===== src/rtl/serial_inc_pkg.sv =====
package serial_inc_pkg;

  typedef enum logic {
    ST_NOCARRY = 1'b0,
    ST_CARRY   = 1'b1
  } carry_state_t;

  localparam carry_state_t ARMED_STATE = ST_CARRY;

endpackage


===== src/rtl/serial_inc_cell.sv =====
module serial_inc_cell (
  input  logic a_bit,
  input  logic cin,
  output logic sum,
  output logic cout
);

  // Half adder: adding a pending carry of one to a single bit
  always_comb begin
    sum  = a_bit ^ cin;
    cout = a_bit & cin;
  end

endmodule


===== src/rtl/serial_inc_state.sv =====
module serial_inc_state
  import serial_inc_pkg::*;
(
  input  logic         clk,
  input  logic         rst,
  input  logic         step,
  input  logic         rearm,
  input  logic         carry_in,
  output carry_state_t state
);

  always_ff @(posedge clk) begin
    if (rst) begin
      state <= ARMED_STATE;
    end else if (step) begin
      if (rearm) state <= ARMED_STATE;
      else       state <= carry_in ? ST_CARRY : ST_NOCARRY;
    end
  end

endmodule


===== src/rtl/serial_incrementer.sv =====
module serial_incrementer
  import serial_inc_pkg::*;
(
  input  logic clk,
  input  logic rst,
  input  logic in_valid,
  input  logic in_bit,
  input  logic in_sop,
  input  logic in_eop,
  output logic out_valid,
  output logic out_bit,
  output logic out_ovf
);

  carry_state_t cur_state;
  logic         eff_carry;
  logic         cell_sum;
  logic         cell_cout;

  // A start marker forces the pending carry for its own bit
  always_comb eff_carry = in_sop | (cur_state == ST_CARRY);

  serial_inc_cell u_cell (
    .a_bit (in_bit),
    .cin   (eff_carry),
    .sum   (cell_sum),
    .cout  (cell_cout)
  );

  serial_inc_state u_state (
    .clk      (clk),
    .rst      (rst),
    .step     (in_valid),
    .rearm    (in_eop),
    .carry_in (cell_cout),
    .state    (cur_state)
  );

  always_comb begin
    out_valid = in_valid;
    out_bit   = in_valid & cell_sum;
    out_ovf   = in_valid & in_eop & cell_cout;
  end

endmodule


===== config.mk =====
export PLATFORM = sky130hd
export DESIGN_NAME = serial_incrementer
export DESIGN_NICKNAME = d
export VERILOG_FILES = /design/src/rtl/serial_inc_pkg.sv /design/src/rtl/serial_inc_cell.sv /design/src/rtl/serial_inc_state.sv /design/src/rtl/serial_incrementer.sv
export SDC_FILE = /design/constraint.sdc
export NUM_CORES = 1
export LEC_CHECK = 0
export ABC_CLOCK_PERIOD_IN_PS = 1500
export BUFFER_PORTS_ARGS = -buffer_cell sky130_fd_sc_hd__buf_2
export CAP_MARGIN = 10
export CORE_AREA = 2 2 39 41
export DETAILED_ROUTE_END_ITERATION = 8
export DIE_AREA = 0 0 41 43
export GPL_TIMING_DRIVEN = 0
export PLACE_DENSITY_LB_ADDON = 0.08
export SLEW_MARGIN = 20
export SYNTH_ARGS = -nofsm -noshare
export SYNTH_HDL_FRONTEND = slang
export SYNTH_SLANG_ARGS = --single-unit
export TNS_END_PERCENT = 20

===== constraint.sdc =====
create_clock -name clk -period 1.5 [get_ports clk]
set_input_delay 0.3 -clock clk [delete_from_list [all_inputs] [get_ports clk]]
set_output_delay 0.3 -clock clk [all_outputs]
set_load 0.1 [all_outputs]

==> impl_metrics.toml, run 1 <==
[worst_setup_path]
path_class = "in2out"
required_ps = 1200
end_kind = "primary output"
worstPathCellList = "buf_6 > or2_4 > ha_4 > and2_4 > buf_12"
start_kind = "primary input"
crit_path_top_delay_cell = "ha_4"
cpLargestDelayFamily = "simple AND/OR/NAND/NOR gates"
worstPathMaxFanout = 1
cp.arrival_ps = 1180
cpPeakStageDelay_ps = 260
path_buf_inv = 2

[finish]
nets = 26
area_growth_pct = 136
drive_gt1_frac = 0.824
largest_reg_flops = 1
layout_common_cells = "buf_2, buf_12"
n_antenna_cell = 0
reg.largest.list = "u_state.state (1)"
final_common_cell = "buf_2"
top_register = "u_state.state"
postLayoutCellArea_sq_um = 198

[timing]
rsz0062_at_grt = "false"
drv_slew = 0
hold_slack_ps = 502
period_needed_ps = 1480
timing.slew.headroom = 0.681
finalHoldViolCount = 0
setup_viol = 0
fin_worst_skew_ps = 0
tightest_slew_ps = 482
period_share = 0.984
max_freq_mhz = 678

[placement]
io_buffer_count = 8
routabilityCongestion = 0.510
place_area_sq_um = 146

[pwr]
pwr-share-comb = 0.711
seqPwrFrac = 0.289
p_clk_frac = 0
switching_power_uw = 43.9
power_density_nw_per_um2 = 507
p_leak_uw = 0.0000795
swShare = 0.438
ir_drop_mv = 0.133
p_int_uw = 56.2

[synthesis]
synth_warnings = 0
ys_ff_latch = 1
synth_area_leaders = "dfxtp_1, nor4b_2, ha_1"
syn_area_sq_um = 83.8
yosysSeqAreaShare = 0.239
ys_types = 9
synth_top_area_cell = "dfxtp_1"
syn_nets = 16
synth_cells = 9
post_synth.cell_area_avg_sq_um = 9.31
yosys.area.top_type_share = 0.239

[grt]
grt_pass1_vias = 88
gr-total-overflow = 0
grt_pass1_wl_um = 372
gr-usage-all-layers = 0.0290
grt_max_degree = 6
antenna_found_initial = 0

[clock_tree]
clk_pin_slew_worst_paths_ps = 0
post_cts_buffers = 0
ctsHoldBuffers = 0
cts_resized = 11
clock_latency_ps = 0

[job]
max_cap_viol_count = 0

[die]
die_h_um = 43
initial_utilization = 0.0606
io_pins = 9
rows = 14
core_sq_um = 1380
die_x_um = 41
die-area_sq_um = 1760

[drt]
wl_um = 228
num_vias = 87
drc = 0
via_per_inst = 2.64
dr.pass1.iters = 1
drtIter0Drc = 0
avgRoutedWirePerCell_um = 6.91
ant_nets = 0

[outcome]
status = "finished, final reports clean"

[worst_hold_path]
hold_path_class = "reg2reg"
## synthesized netlist by cell type
| master | number |
|---|---|
| and3_2 | 1 |
| ha_1 | 1 |
| nor3_1 | 1 |
| dfxtp_1 | 1 |
| nor4b_2 | 1 |
| or2_2 | 1 |
| and2_1 | 1 |
| nor2_1 | 1 |
| buf_4 | 1 |
## power by group through the flow
stage	logic (uW)	clock network [uW]	registers, uW
after floorplan	42.7	0	28.7
after global placement	56.0	0	28.9
after detailed placement	56.0	0	28.9
after CTS	70.4	0	29.0
after global routing	75.1	0	29.1
final	71.2	0	28.9
## worst min-delay path, cell delays in order (launching register included)
cell,delay (ps)
dfxtp_1,310
nor3_1,60
nor2_1,90
## kinds of logic after synthesis
family / Yosys count / share of synthesized area
buf+inv: 1 / 0.0896
simple gates: 6 / 0.522
flops: 1 / 0.239
fa+ha+maj: 1 / 0.149
## layer usage
| layer | vias to the layer above | GRT usage | wire (um) |
|---|---|---|---|
| met5 | - | 0 | 0 |
| met1 | 34 | 0.0444 | 108 |
| met2 | 6 | 0.0469 | 90 |
| li1 | 47 | - | - |
| met4 | 0 | 0 | 0 |
| met3 | 0 | 0 | 29 |
## through the flow
stage	utilization	TNS (ps)	cells	worst slack, ps	power (uW)
finish	0.143	0	33	24.7	100
global route	0.143	0	33	5.34	104
global placement	0.106	-423	33	-266	84.9
detailed placement	0.106	-432	33	-269	84.9
floorplan	-	0	9	39.5	71.4
CTS	0.138	0	33	15.4	99.5
## path summary, 6_finish.rpt
| check | to | startpoint | slack [ps] | cells past startpoint |
|---|---|---|---|---|
| max | out_bit | in_sop | 20 | 5 |
| min | u_state.state | u_state.state | 500 | 2 |
| max reg2reg | u_state.state | u_state.state | 360 | 4 |
| min reg2reg | u_state.state | u_state.state | 500 | 2 |
## layout make-up
| class | count | area, sq um |
|---|---|---|
| Timing Repair Buffer | 8 | 76.3 |
| Multi-Input combinational cell | 7 | 73.8 |
| Sequential cell | 1 | 20.0 |
| Buffer | 1 | 7.51 |
| Tap cell | 16 | 20.0 |
| Fill cell | 151 | 1190 |
Power figures use the tool's default switching activity.
==> run 2: changes to the inputs <==
==> constraint.sdc (replaced) <==
create_clock -name clk -period 1.5 [get_ports clk]
set_input_delay 0.15 -clock clk [delete_from_list [all_inputs] [get_ports clk]]
set_output_delay 0.15 -clock clk [all_outputs]
set_load 0.1 [all_outputs]
==> run 2 against run 1 <==
Against the previous run: first-iteration DRC count rose by 1; sequential cell count did not move; sequential share of layout area rose by 3.4 points; routed wire length fell by 6.6%; worst hold slack got worse by 86 ps; worst setup slack improved by 50 ps; cell area fell by 25%; die area did not move; register-to-register slack got worse by 90 ps; power fell by 16%; via count fell by 3.4%; critical path type is now reg2out.
==> impl_metrics.toml, run 2 (synthesis gave the netlist of run 1 again) <==
[outcome]
status = "finished, final reports clean"

[drt]
drc = 0
dr.pass1.iters = 2
drtIter0Drc = 1
via_per_inst = 2.55
wl_um = 213
ant_nets = 0
avgRoutedWirePerCell_um = 6.45
num_vias = 84

[clock_tree]
clk_pin_slew_worst_paths_ps = 0
ctsHoldBuffers = 0
clock_latency_ps = 0

[timing]
fin_ws_ps = 74.9
period_share = 0.950
rsz0062_at_grt = "false"
max_freq_mhz = 702
fin_worst_skew_ps = 0
period_needed_ps = 1430
fin_tns_setup_ps = 0
timing.slew.headroom = 0.680
tightest_slew_ps = 484
setup_viol = 0
hold_slack_ps = 416
drv_slew = 0
finalHoldViolCount = 0

[finish]
fillerInstances = 162
postLayoutCellArea_sq_um = 148
drive_gt1_frac = 0.765
n_antenna_cell = 0
multi_input_area_sq_um = 57.6
reg.largest.list = "u_state.state (1)"
nets = 26
top_register = "u_state.state"
largest_reg_flops = 1
layout_common_cells = "buf_2, buf_4"
area_growth_pct = 76.1
seq_area_sq_um = 20.0
final_common_cell = "buf_2"

[grt]
grt_max_degree = 6
gr-total-overflow = 0
grt_pass1_vias = 68
grt_pass1_wl_um = 276
antenna_found_initial = 0
gr-usage-all-layers = 0.0210

[placement]
place_worst_setup_slack_ps = -34.4
place_area_sq_um = 145
io_buffer_count = 8
routabilityCongestion = 0.527

[worst_setup_path]
start_kind = "register"
end_kind = "primary output"
r2r_cells = 4
worstPathMaxFanout = 2
r2r_slack_ps = 270
path_class = "reg2out"
required_ps = 1350
cp.arrival_ps = 1280

[die]
initial_utilization = 0.0606
rows = 14
die_x_um = 41
core_sq_um = 1380
die-area_sq_um = 1760
io_pins = 9
die_h_um = 43

[pwr]
p_leak_uw = 0.0000671
ir_drop_mv = 0.128
switching_power_uw = 40.8
p_clk_frac = 0
swShare = 0.484
power_density_nw_per_um2 = 571
p_int_uw = 43.5
seqPwrFrac = 0.343
pwr-share-comb = 0.657

[worst_hold_path]
hold_path_class = "in2reg"
min_path_cells = 3

[job]
max_cap_viol_count = 0
## run 2: worst paths after layout
| path | end | start |
|---|---|---|
| setup / recovery | out_ovf | u_state.state |
| hold / removal | u_state.state | rst |
| setup reg to reg | u_state.state | u_state.state |
| hold reg to reg | u_state.state | u_state.state |
## run 2: power groups by stage
| stage | clock network, uW | registers, uW | logic, uW |
|---|---|---|---|
| 4_1_cts | 0 | 28.9 | 55.9 |
| 3_5_place_dp | 0 | 28.9 | 54.5 |
| 2_1_floorplan | 0 | 28.7 | 41.3 |
| 6_report | 0 | 28.9 | 55.4 |
| 5_1_grt | 0 | 29.1 | 58.1 |
| 3_3_place_gp | 0 | 28.9 | 54.7 |
## run 2: final cells by class
cell class | count | share of cell area
tap | 16 | 0.136
multi-input combinational | 7 | 0.390
sequential | 1 | 0.136
timing repair buffer | 8 | 0.288
buffer | 1 | 0.0508
## run 2: critical path, stage by stage, from the launching register on
cell and delay, ps:
dfxtp_1 290, or2_2 290, ha_1 200, and3_2 210, buf_2 280
## run 2: routing by layer
layer | up-vias | track usage | wire, um
li1 | 47 | - | -
met1 | 31 | 0.0318 | 104
met2 | 6 | 0.0344 | 75
met3 | 0 | 0 | 33
met4 | 0 | 0 | 0
met5 | - | 0 | 0
## run 2: per-stage QoR
stage | std cells | total power [uW] | util
6_report | 33 | 84.3 | 0.107
5_1_grt | 33 | 87.2 | 0.107
4_1_cts | 33 | 84.8 | 0.107
3_5_place_dp | 33 | 83.5 | 0.105
3_3_place_gp | 33 | 83.5 | 0.105
2_1_floorplan | 9 | 70.0 | -
## run 2: timing repair
item	CTS	global route
gates resized for setup	1	0
setup buffers	0	0
setup endpoints to repair	1	0
